===== config.mk =====
export PLATFORM = sky130hd
export DESIGN_NAME = audio_ser_tx
export DESIGN_NICKNAME = d
export VERILOG_FILES = /design/src/rtl/audio_ser_pkg.sv /design/src/rtl/aser_sck_gen.sv /design/src/rtl/aser_frame_ctl.sv /design/src/rtl/aser_bit_sel.sv /design/src/rtl/audio_ser_tx.sv
export SDC_FILE = /design/constraint.sdc
export NUM_CORES = 1
export LEC_CHECK = 0
export ABC_AREA = 0
export BUFFER_PORTS_ARGS = -buffer_cell sky130_fd_sc_hd__buf_2
export CAP_MARGIN = 5
export CORE_ASPECT_RATIO = 0.7
export CORE_MARGIN = 4
export CORE_UTILIZATION = 59
export DETAILED_ROUTE_END_ITERATION = 8
export GPL_ROUTABILITY_DRIVEN = 0
export PLACE_DENSITY = 0.8
export RECOVER_POWER = 100
export SLEW_MARGIN = 20
export SYNTH_ARGS = -nofsm -noshare
export SYNTH_HDL_FRONTEND = slang
export SYNTH_SLANG_ARGS = --single-unit

===== constraint.sdc =====
create_clock -name clk_i -period 5.45 [get_ports clk_i]
set_input_delay 0.8175 -clock clk_i [delete_from_list [all_inputs] [get_ports clk_i]]
set_output_delay 0.8175 -clock clk_i [all_outputs]
set_load 0.01 [all_outputs]

===== src/rtl/audio_ser_pkg.sv =====
package audio_ser_pkg;

  typedef enum logic [1:0] {
    FMT_I2S = 2'd0,
    FMT_LJ  = 2'd1,
    FMT_RJ  = 2'd2,
    FMT_RSV = 2'd3
  } fmt_e;

  function automatic int unsigned clamp_w(int unsigned w, int unsigned lo, int unsigned hi);
    if (w < lo) return lo;
    if (w > hi) return hi;
    return w;
  endfunction

endpackage


===== src/rtl/aser_sck_gen.sv =====
module aser_sck_gen #(
  parameter int unsigned HALF_DIV = 2
) (
  input  logic clk_i,
  input  logic rst_ni,
  input  logic mclk_en_i,
  output logic sck_o,
  output logic fall_o
);
  localparam int unsigned CW = (HALF_DIV > 1) ? $clog2(HALF_DIV) : 1;

  logic [CW-1:0] cnt_q;
  logic          sck_q;
  logic          turn;

  assign turn = mclk_en_i && (cnt_q == CW'(HALF_DIV - 1));

  always_ff @(posedge clk_i or negedge rst_ni) begin
    if (!rst_ni) begin
      cnt_q <= '0;
      sck_q <= 1'b1;
    end else if (mclk_en_i) begin
      if (turn) begin
        cnt_q <= '0;
        sck_q <= ~sck_q;
      end else begin
        cnt_q <= cnt_q + 1'b1;
      end
    end
  end

  assign sck_o  = sck_q;
  assign fall_o = turn && sck_q;
endmodule


===== src/rtl/aser_frame_ctl.sv =====
module aser_frame_ctl
  import audio_ser_pkg::*;
#(
  parameter int unsigned SAMPLE_W = 24,
  parameter int unsigned MIN_W    = 16,
  parameter int unsigned CNT_W    = 6,
  parameter int unsigned WW       = 5
) (
  input  logic                clk_i,
  input  logic                rst_ni,
  input  logic                fall_i,
  input  fmt_e                fmt_i,
  input  logic [WW-1:0]       width_i,
  input  logic                valid_i,
  input  logic [SAMPLE_W-1:0] left_i,
  input  logic [SAMPLE_W-1:0] right_i,
  output logic                ready_o,
  output logic [CNT_W-1:0]    bit_o,
  output fmt_e                fmt_o,
  output logic [WW-1:0]       width_o,
  output logic [SAMPLE_W-1:0] left_o,
  output logic [SAMPLE_W-1:0] right_o,
  output logic                underrun_o
);
  logic [CNT_W-1:0]    bit_q;
  logic                hold_v;
  logic [SAMPLE_W-1:0] hold_l, hold_r, act_l, act_r;
  fmt_e                fmt_q;
  logic [WW-1:0]       wid_q, wid_c;
  logic                ur_q;
  logic                frame_start;

  // last bit of the right slot wraps into a new left slot
  assign frame_start = fall_i && (bit_q == '1);
  assign wid_c = WW'(clamp_w(int'(width_i), MIN_W, SAMPLE_W));

  always_ff @(posedge clk_i or negedge rst_ni) begin
    if (!rst_ni) begin
      bit_q  <= '1;
      hold_v <= 1'b0;
      hold_l <= '0;
      hold_r <= '0;
      act_l  <= '0;
      act_r  <= '0;
      fmt_q  <= FMT_I2S;
      wid_q  <= WW'(SAMPLE_W);
      ur_q   <= 1'b0;
    end else begin
      ur_q <= 1'b0;
      if (fall_i) bit_q <= bit_q + 1'b1;
      if (valid_i && !hold_v) begin
        hold_v <= 1'b1;
        hold_l <= left_i;
        hold_r <= right_i;
      end
      if (frame_start) begin
        fmt_q <= fmt_i;
        wid_q <= wid_c;
        if (hold_v) begin
          act_l  <= hold_l;
          act_r  <= hold_r;
          hold_v <= 1'b0;
        end else begin
          ur_q <= 1'b1;
        end
      end
    end
  end

  assign ready_o    = ~hold_v;
  assign bit_o      = bit_q;
  assign fmt_o      = fmt_q;
  assign width_o    = wid_q;
  assign left_o     = act_l;
  assign right_o    = act_r;
  assign underrun_o = ur_q;
endmodule


===== src/rtl/aser_bit_sel.sv =====
module aser_bit_sel
  import audio_ser_pkg::*;
#(
  parameter int unsigned SAMPLE_W = 24,
  parameter int unsigned RJ_W     = 16,
  parameter int unsigned SLOT_W   = 32,
  parameter int unsigned CNT_W    = 6,
  parameter int unsigned WW       = 5
) (
  input  logic [CNT_W-1:0]    bit_i,
  input  fmt_e                fmt_i,
  input  logic [WW-1:0]       width_i,
  input  logic [SAMPLE_W-1:0] left_i,
  input  logic [SAMPLE_W-1:0] right_i,
  output logic                ws_o,
  output logic                sd_o
);
  localparam int unsigned SLW   = CNT_W - 1;
  localparam int          RJ_AT = int'(SLOT_W - RJ_W);

  logic                right_slot, hit;
  logic [SAMPLE_W-1:0] smp, shifted;
  int                  k, w, sh;

  always_comb begin
    right_slot = bit_i[CNT_W-1];
    smp        = right_slot ? right_i : left_i;
    k          = int'(bit_i[SLW-1:0]);
    w          = int'(width_i);
    hit        = 1'b0;
    sh         = 0;
    unique case (fmt_i)
      FMT_LJ: begin
        hit = (k < w);
        sh  = w - 1 - k;
      end
      FMT_RJ: begin
        hit = (k >= RJ_AT);
        sh  = w - 1 - (k - RJ_AT);
      end
      default: begin // one-bit delay
        hit = (k >= 1) && (k <= w);
        sh  = w - k;
      end
    endcase
    shifted = '0;
    sd_o    = 1'b0;
    if (hit) begin
      shifted = smp >> sh;
      sd_o    = shifted[0];
    end
    ws_o = (fmt_i == FMT_LJ || fmt_i == FMT_RJ) ? ~right_slot : right_slot;
  end
endmodule


===== src/rtl/audio_ser_tx.sv =====
module audio_ser_tx
  import audio_ser_pkg::*;
#(
  parameter  int unsigned SAMPLE_W = 24,
  parameter  int unsigned MIN_W    = 16,
  parameter  int unsigned RJ_W     = 16,
  parameter  int unsigned SLOT_W   = 32,
  parameter  int unsigned HALF_DIV = 2,
  localparam int unsigned WW       = $clog2(SAMPLE_W + 1)
) (
  input  logic                clk_i,
  input  logic                rst_ni,
  input  logic                mclk_en_i,
  input  logic [1:0]          mode_i,
  input  logic [WW-1:0]       width_i,
  input  logic                s_valid_i,
  output logic                s_ready_o,
  input  logic [SAMPLE_W-1:0] s_left_i,
  input  logic [SAMPLE_W-1:0] s_right_i,
  output logic                sck_o,
  output logic                ws_o,
  output logic                sd_o,
  output logic                underrun_o
);
  localparam int unsigned CNT_W = $clog2(2 * SLOT_W);

  logic                fall;
  logic [CNT_W-1:0]    bit_idx;
  fmt_e                fmt_act;
  logic [WW-1:0]       wid_act;
  logic [SAMPLE_W-1:0] act_l, act_r;

  aser_sck_gen #(.HALF_DIV(HALF_DIV)) i_sck_gen (
    .clk_i    (clk_i),
    .rst_ni   (rst_ni),
    .mclk_en_i(mclk_en_i),
    .sck_o    (sck_o),
    .fall_o   (fall)
  );

  aser_frame_ctl #(
    .SAMPLE_W(SAMPLE_W), .MIN_W(MIN_W), .CNT_W(CNT_W), .WW(WW)
  ) i_frame_ctl (
    .clk_i     (clk_i),
    .rst_ni    (rst_ni),
    .fall_i    (fall),
    .fmt_i     (fmt_e'(mode_i)),
    .width_i   (width_i),
    .valid_i   (s_valid_i),
    .left_i    (s_left_i),
    .right_i   (s_right_i),
    .ready_o   (s_ready_o),
    .bit_o     (bit_idx),
    .fmt_o     (fmt_act),
    .width_o   (wid_act),
    .left_o    (act_l),
    .right_o   (act_r),
    .underrun_o(underrun_o)
  );

  aser_bit_sel #(
    .SAMPLE_W(SAMPLE_W), .RJ_W(RJ_W), .SLOT_W(SLOT_W), .CNT_W(CNT_W), .WW(WW)
  ) i_bit_sel (
    .bit_i  (bit_idx),
    .fmt_i  (fmt_act),
    .width_i(wid_act),
    .left_i (act_l),
    .right_i(act_r),
    .ws_o   (ws_o),
    .sd_o   (sd_o)
  );
endmodule


# Word-level counts from Yosys, hierarchy flattened
# Index checks and enable logic that the tools add are counted.
[totals]
reg_bits = 113
in_bits = 59
out_inout_bits = 5
word_cells = 58
[classes]
n_reduce_logical = 9
n_mux = 18
n_bitwise = 3
addsub = 7
n_shift = 1
n_lt_le_gt_ge = 6
eq_ne = 3
[ops]
columns = ["op", "count"]
rows = [
  ["$pmux W32 S2", 1],
  ["$shr A24 B32 Y1", 1],
  ["$sub A32 B32 Y32", 1],
  ["$sub A32 B6 Y32", 1],
  ["$mux W24", 1],
  ["$mux W5", 4],
  ["$mux W1", 11],
  ["$add A6 B1 Y6 const B", 1],
  ["$eq A6 B6 Y1 const B", 1],
  ["$sub A5 B1 Y6 const B", 1],
  ["$sub A5 B5 Y6", 1],
  ["$sub A5 B5 Y6 const B", 1],
  ["$ge A5 B1 Y1 const B", 1],
  ["$ge A5 B5 Y1 const B", 1],
  ["$gt A5 B5 Y1 const B", 1],
  ["$le A5 B5 Y1", 1],
  ["$logic_and A1 B1 Y1", 5],
  ["$lt A5 B5 Y1", 1],
  ["$lt A5 B5 Y1 const B", 1],
  ["$reduce_and A2 Y1", 2],
  ["$not A1 Y1", 3],
  ["$eq A2 B1 Y1 const B", 1],
  ["$eq A2 B2 Y1 const B", 1],
  ["$pmux W1 S2", 1],
  ["other kinds (3)", 3],
]

# Depth between registers and ports, before layout
# Gate-level depths: netlist of the first run.
[logic_depth]
word_depth = 5
ltp_mapped = 16

# Cells and area by module
# Synthesis of the first run repeated with hierarchy kept, for this count alone.
[unflattened]
hier_cells = 407
hier_area_um2 = 5411.4
[by_module_without_submodules]
columns = ["module", "area_each_um2", "instances", "cells_per_inst"]
rows = [
  ["aser_frame_ctl", 4164.0, 1, 255],
  ["aser_bit_sel", 1167.4, 1, 146],
  ["aser_sck_gen", 80.1, 1, 6],
]

# Worst setup path before layout of the first run
# Ideal clock, no wire load.
[synth_path]
kind = "register -> output"
start = "reg i_frame_ctl.wid_q[1], in the netlist i_frame_ctl.width_o[1]"
end = "out sd_o"
t_required_ns = 4.633
path_stages_with_launch = 16
n_path_buf = 0
slack_ns = 1.135
t_arrival_ns = 3.497
path_cell_list = "dfrtp_1 -> inv_1 -> ha_1 -> inv_1 -> ha_1 -> nor2b_1 -> o21a_1 -> o21a_1 -> o21ai_0 -> nand2b_1 -> fa_1 -> fa_1 -> nor4bb_1 -> nand4_1 -> a311o_1 -> a32oi_1"
[synth_via]
elab_chain_cells = 5
word_cells_on_any_way = 11
[synth_lines]
columns = ["item", "line", "rtl"]
rows = [
  ["start, declared", "aser_frame_ctl.sv:29", "logic [WW-1:0] wid_q, wid_c;"],
  ["start signal, assigned", "aser_frame_ctl.sv:46", "wid_q <= WW'(SAMPLE_W);"],
  ["start signal, assigned", "aser_frame_ctl.sv:58", "wid_q <= wid_c;"],
  ["$sub A5 B1 Y6", "aser_bit_sel.sv:35, aser_bit_sel.sv:39", ""],
  ["$sub A32 B32 Y32 / $sub A32 B6 Y32 (equally long branches)", "aser_bit_sel.sv:39, aser_bit_sel.sv:35", ""],
  ["$pmux W32 S2", "aser_bit_sel.sv:32", "unique case (fmt_i)"],
  ["$shr A24 B32 Y1", "aser_bit_sel.sv:49", "shifted = smp >> sh;"],
  ["$mux W1 (*)", "aser_bit_sel.sv:48", "if (hit) begin"],
  ["end, declared", "audio_ser_tx.sv:22", "output logic sd_o,"],
]
# Mark *: on every way between the ends. The rest lies on a longest branch, timed or not.

# Worst setup path in the final report of the first run
# Same ends and word-level chain as after synthesis.

==> impl_results.md, run 1 <==
- Status: complete, but fails checks
- Failing checks: capacitance limit, slew limit
- Final Instance Area: 6771 µm²
- Root buffer cell: clkbuf_16
- TritonCTS clock tree: done
- Cts hold-fix bufs: 0
- Pin count of the biggest net entering global routing: 63
- Critical Path RT: approximately 4600 ps
- Final #Nets: ~580
- Vias/cell: around 5.7
- Routed WL: 11610 µm
- Layout area overhead: 16.89%
- Io pins: 64
- Clock sink count: ~110
- Most frequent cell after synthesis: dfrtp_1
- CP endpoint kind: output port
- Synth Register Bits: 113
- Mapped Cells: roughly 430
- RSZ-0062 raised after global routing: false
- Drt initial violations: about 180
- Initial antenna violation count: 0
- Die W: ~130 µm
- Synth top area share: 44.92%
- Dominant synthesized flop cell: dfrtp_1
- Core Area: roughly 9300 µm²
- Arr. time, crit path: approximately 4400 ps
- Grt total ovfl: 0
- Area occupied by multi-input gates: 2739 µm²
- Setup-failing EPs final: 0
- CTS buffer count: 17
- Worst-path clk slew: roughly 50 ps
- Hold_ws: between 400 and 500 ps
- CTS resizes: 0
- Critical path class: reg -> out
- Final slew viol count: 150
- Crit Path Max Fanout: 5
- Power density cells: 410.8 nW/µm²
- Final min period: approximately 5200 ps
- Largest cells by area after synthesis: dfrtp_1 (45%), mux2_2 (17%), mux4_2 (4.3%)
- Utilization after layout: between 70 and 80%
- Antenna Nets Post-Route: 0
- ANT cells: 0
- Max Cap Viol: 4
- Post-synthesis cell type count: 53
- Worst hold-check path type: reg -> reg
- Die ar.: around 11000 µm²
- Final setup skew: between 10 and 15 ps
- Post-synth EDFFs: 0
- Fraction of layout cells with a size suffix above 1: 40.24%
- Hold Vio Cnt, Final: 0
- Register area: 2839 µm²
- Port Buffers: 63
- First-pass GRT wire length: 19220 µm
- Synth Warn #: 0
- Netlist Area Pre-Place: between 5000 and 6000 µm²
- Starting Density: a little over 60%
- Drt pass-1 iters: 4
- DRC: 0
- Post CTS Setup Buffer Count: 0
- Vias: ~3600
- Synth top cells by count: dfrtp_1 (104), mux2_2 (90), ha_1 (18), inv_1 (18), nand2_1 (17)
- Detailed placement HPWL: between 7000 and 8000 µm
- Worst vdd ir: between 0.0002 and 0.0003 V
- Static Leak: approximately 3.2 nW
- Cell area after placement: roughly 6200 µm²
- Filler cells: between 600 and 700
- Worst slew margin: -77.80%
- Yosys top cell by area: dfrtp_1
- Mapped Avg Cell Area: roughly 14 µm²
- Rows: 29
- Startpoint class of the critical path: register
- Post-synth ARST share: 100.0%
- Sequential share of the synthesized area: just under 50%
- Fin crit share: ~95%
- Die Y: 90.91 µm
- Setup TNS Final: 0 ps
- H-tree levels: 4
- Syn_nets: 514
- Avg WL per Cell: 18.39 µm
- Slew @ Worst Pin: around 2700 ps
- FMAX: a little under 200 MHz
- Clk_lat worst skew: 410 ps
- Gr usage total: a little over a fifth
- Vias in the first global route: 3868
- Max Buffers Root-to-Sink: 2
[report_power, final]
part,switching [W],internal [W],leakage [nW]
Clock,0.000387,0.000789,0.302
Sequential,0.0000735,0.000930,1.46
Combinational,0.000326,0.000277,1.40
Total,0.000786,0.00200,3.17
[metrics by stage]
stage,setup slack (ps),total power [W],cells
5_1_grt,5.942,0.002922,631
4_1_cts,252.2,0.002796,629
3_5_place_dp,737.2,0.001607,597
2_1_floorplan,1135,0.001435,425
3_3_place_gp,925.1,0.001586,597
6_report,277.7,0.002782,631
[registers in the layout, summed over array words and instances (netlist names)]
register	cells
i_frame_ctl.fmt_o	2
i_frame_ctl.width_o	5
i_frame_ctl.hold_r	24
i_sck_gen.cnt_q	1
i_frame_ctl.right_o	24
i_frame_ctl.hold_l	24
i_frame_ctl.underrun_o	1
i_sck_gen.sck_o	1
i_frame_ctl.bit_o	6
i_frame_ctl.left_o	24
i_frame_ctl.hold_v	1
[cells in the final DEF (no fill, tap or decap), drive strengths merged, types with 4 or more instances in the layout]
cell type  Yosys  final
dfrtp        104    104
mux2          99     99
buf           16     58
clkbuf         2     29
inv           18     20
ha            18     18
nand2         17     17
fa            12     12
mux4          11     11
o21ai         10     10
nor2b          9      9
nand2b         9      9
xnor2          9      9
dfstp          9      9
o21a           8      8
a21o           7      7
mux2i          6      6
xor2           6      6
nor2           5      5
nor3           4      4
nand3b         4      4
a21oi          4      4
nand3          4      4
clkinvlp       0      4
bufinv         0      4
[routing by layer]
metal	track usage [%]	vias up	wire (µm)
met5	0	-	0
met3	5.142	16	429
li1	-	1664	-
met2	33.80	76	5689
met1	28.72	1821	5326
met4	8.393	0	160
[logic make-up (layout without fill, tap and decap cells)]
| family | count (synthesis) | in the layout | synth area share (%) |
|---|---|---|---|
| xor gates and xnor gates | 15 | 15 | 2.398 |
| DFF | 113 | 113 | 49.01 |
| muxes | 116 | 116 | 25.14 |
| AOI/OAI and AO/OA | 44 | 44 | 5.335 |
| adders and majority gates | 30 | 30 | 8.035 |
| and+or+nand+nor | 71 | 71 | 7.300 |
| buffers and inverters | 36 | 118 | 2.786 |
[worst max-delay path: stages, from the launching register on]
cell	delay (ps)
dfrtp_1	430
inv_1	90
ha_1	330
inv_1	60
ha_1	270
nor2b_1	130
o21a_1	220
o21a_1	200
o21ai_0	180
nand2b_1	180
fa_1	420
fa_1	430
nor4bb_1	290
nand4_1	130
a311o_1	290
a32oi_1	150
clkbuf_2	160
[path summary, 6_finish.rpt]
check,end,depth (start not counted),from,slack (ps)
worst max-delay path,sd_o,16,i_frame_ctl.width_o[1],280
worst min-delay path,i_frame_ctl.left_o[18],1,i_frame_ctl.left_o[18],490
worst max register to register,i_frame_ctl.right_o[2],6,i_sck_gen.cnt_q,1440
worst min register to register,i_frame_ctl.left_o[18],1,i_frame_ctl.left_o[18],490
max in group asynchronous,i_frame_ctl.left_o[6],2,rst_ni,1640
min in group asynchronous,i_frame_ctl.left_o[16],1,rst_ni,1230
[layout make-up]
class | instances | area share (%)
well taps | 124 | 2.291
repair buffers | 68 | 4.952
clock inverters | 13 | 2.698
clock buffers | 19 | 6.689
multi-input cells | 276 | 40.45
flip-flops and latches | 113 | 41.93
inverters | 18 | 0.9978
No activity file was read; power rests on OpenSTA's default activity.
==> run 2, diff against run 1 <==
RECOVER_POWER = unset   (was 100)
==> run 2 against run 1 <==
The flow now finishes without violations. Via count about the same. Register-to-register slack improved by 1500 ps. Sequential cell count unchanged. Maximum frequency increased by 0.22%. Critical path depth unchanged. Design area increased by 1.2%. Power increased by 0.34%. Clock skew decreased by 3.1 ps. Wire length decreased by 0.34%. First-iteration DRC count increased by 26%. Non-clock buffer count unchanged. Critical path type unchanged. Largest cell class unchanged. Highest routed layer unchanged.
==> impl_results.md, run 2 (synthesis results as in run 1) <==
- Pin count of the biggest net entering global routing: 63 (unchanged)
- H-tree levels: 4 (unchanged)
- Critical path buffer and inverter count: 3 (unchanged)
- Avg WL per Cell: 18.33 µm (-0.34%)
- Delay-heaviest family, CP: adder cells
- Antenna Nets Post-Route: 0 (unchanged)
- Die ar.: 11490 µm² (unchanged)
- TritonCTS clock tree: done
- Comb pwr share: 21.7% (about the same)
- Worst slack, placed: 737.2 ps (unchanged)
- Rows: 29 (unchanged)
- Static Leak: 3.229 nW (+2.0%)
- R2R depth: 6 (unchanged)
- Die W: 126.4 µm (unchanged)
- Final setup skew: 9.392 ps (-3.094 ps)
- CTS buffer count: 17 (unchanged)
- Startpoint class of the critical path: register
- Fraction of layout cells with a size suffix above 1: 44.58% (+4.3 points)
- Final slew viol count: 0 (-100%)
- Hold Vio Cnt, Final: 0 (unchanged)
- Critical path class: reg -> out
- Worst slew margin: 46.71% (+120 points)
- Gr busiest metal: met2
- CP max stage cell: dfrtp_1
- CTS resizes: 0 (unchanged)
- Power density cells: 407.3 nW/µm² (-0.85%)
- Clk_lat worst skew: 400 ps (about the same)
- Clock power frac: 42.1% (-0.2 points)
- Max Cap Viol: 0 (-4)
- CP max stage delay: 430 ps (about the same)
- Initial antenna violation count: 0 (unchanged)
- Internal: 0.002001 W (+0.29%)
- Cell count along the critical path: 16 (unchanged)
- Hold_ws: 425.7 ps (-61.04 ps)
- Slew @ Worst Pin: 777.2 ps (-1890 ps)
- Worst Setup Slack, final: 289.0 ps (+11.23 ps)
- Worst hold-check path type: in -> async
- Vias/cell: 5.672 (about the same)
- Drt pass-1 iters: 4 (unchanged)
- Met1 usage: 28.72% (unchanged)
- FMAX: 193.8 MHz (+0.22%)
- DRC: 0 (unchanged)
- Vias: 3579 (+0.056%)
- Vias in the first global route: 3868 (unchanged)
- Total power: 0.002791 W (+0.34%)
- ANT cells: 0 (unchanged)
- Worst-path cell chain: inv_1 -> ha_1 -> inv_1 -> ha_1 -> nor2b_1 -> o21a_1 -> o21a_1 -> o21ai_0 -> nand2b_1 -> fa_1 -> fa_1 -> nor4bb_1 -> nand4_1 -> a311o_1 -> a32oi_1 -> buf_2
- CP endpoint kind: output port
- Utilization after layout: 73.49% (+0.87 points)
- Flop pwr share: 36.2% (about the same)
- Clock sink count: 113 (unchanged)
- Io pins: 64 (unchanged)
- Port Buffers: 63 (unchanged)
- Routed WL: 11570 µm (-0.34%)
- Worst r2r dst: i_frame_ctl.left_o[18]
- Commonest non-fill, non-tap cell in the layout: dfrtp_1
- M3 GR Usage: 5.142% (unchanged)
- Setup TNS Final: 0 ps (unchanged)
- First-pass GRT wire length: 19220 µm (unchanged)
- Start of the worst register-to-register path: i_sck_gen.sck_o
- P_sw: 0.0007899 W (+0.45%)
- Die Y: 90.91 µm (unchanged)
- Detailed placement HPWL: 7710 µm (unchanged)
- Worst-path clk slew: 50 ps (about the same)
- Switching part of the total power: 28.30% (+0.033 points)
- Met2 usage: 33.80% (unchanged)
- Gr usage total: 21.34% (unchanged)
- Worst vdd ir: 0.0002623 V (+1.5%)
- Starting Density: 62.12% (unchanged)
- Most frequent cells in the layout: dfrtp_1 (104), mux2_2 (90), buf_2 (62)
- Max Buffers Root-to-Sink: 2 (unchanged)
- Final min period: 5161 ps (-11.23 ps)
- Grt total ovfl: 0 (unchanged)
- Setup-failing EPs final: 0 (unchanged)
- Root buffer cell: clkbuf_16
- Setup crit end: sd_o
- R2R setup slack: 2900 ps (+1460 ps)
- Status: finished clean
- Final #Nets: 583 (unchanged)
- Core Area: 9325 µm² (unchanged)
- RSZ-0062 raised after global routing: false
- Layout area overhead: 18.29%
- Drt initial violations: 223 (+26%)
- Crit Path Max Fanout: 5 (unchanged)
- Arr. time, crit path: 4340 ps (about the same)
- Fin crit share: 94.70% (-0.21 points)
- Critical Path RT: 4630 ps (about the same)
- Setup crit start: i_frame_ctl.width_o[1]
-- run 2: final cells by class --
| cell class | instances | area [µm²] |
|---|---|---|
| sequential | 113 | 2839 |
| multi-input combinational | 276 | 2800 |
| fill | 613 | 2472 |
| clock buffer | 19 | 452.9 |
| timing repair buffer | 68 | 355.3 |
| clock inverter | 13 | 182.7 |
| tap | 124 | 155.1 |
| inverter | 18 | 67.56 |
-- run 2: worst min path at each step --
stage	from	cells past startpoint	to	slack (ps)
6_report	rst_ni	1	i_frame_ctl.left_o[16]	430
2_1_floorplan	i_frame_ctl.hold_v	1	i_frame_ctl.underrun_o	450
3_5_place_dp	i_frame_ctl.left_o[18]	1	i_frame_ctl.left_o[18]	490
3_3_place_gp	i_sck_gen.cnt_q	1	i_sck_gen.cnt_q	470
5_1_grt	rst_ni	1	i_frame_ctl.hold_l[17]	470
4_1_cts	rst_ni	1	i_frame_ctl.left_o[17]	440
-- run 2: power groups by stage --
stage | Sequential [W] | Clock [W] | Combinational, W
after floorplan | 0.000994 | 0 | 0.000441
after global placement | 0.00102 | 0 | 0.000571
after detailed placement | 0.00102 | 0 | 0.000583
after CTS | 0.00101 | 0.00119 | 0.000592
after global routing | 0.00102 | 0.00124 | 0.000675
final | 0.00101 | 0.00118 | 0.000606
-- run 2: metal layers --
metal	vias up	wire, µm
li1	1662	-
met2	80	5717
met1	1821	5216
met3	16	470
met4	0	160
met5	-	0
-- run 2: what timing repair did --
| item | CTS | global route |
|---|---|---|
| setup endpoints to repair | 0 | 1 |
| setup buffers | 0 | 2 |
| endpoints found under the hold margin | 0 | 0 |
| hold buffers | 0 | 0 |
-- run 2: metrics by stage --
stage / std cells / area [µm²]
after global routing: 631 / 6853
final: 631 / 6853
after CTS: 629 / 6838
after detailed placement: 597 / 6202
after floorplan: 425 / 5793
after global placement: 597 / 6202
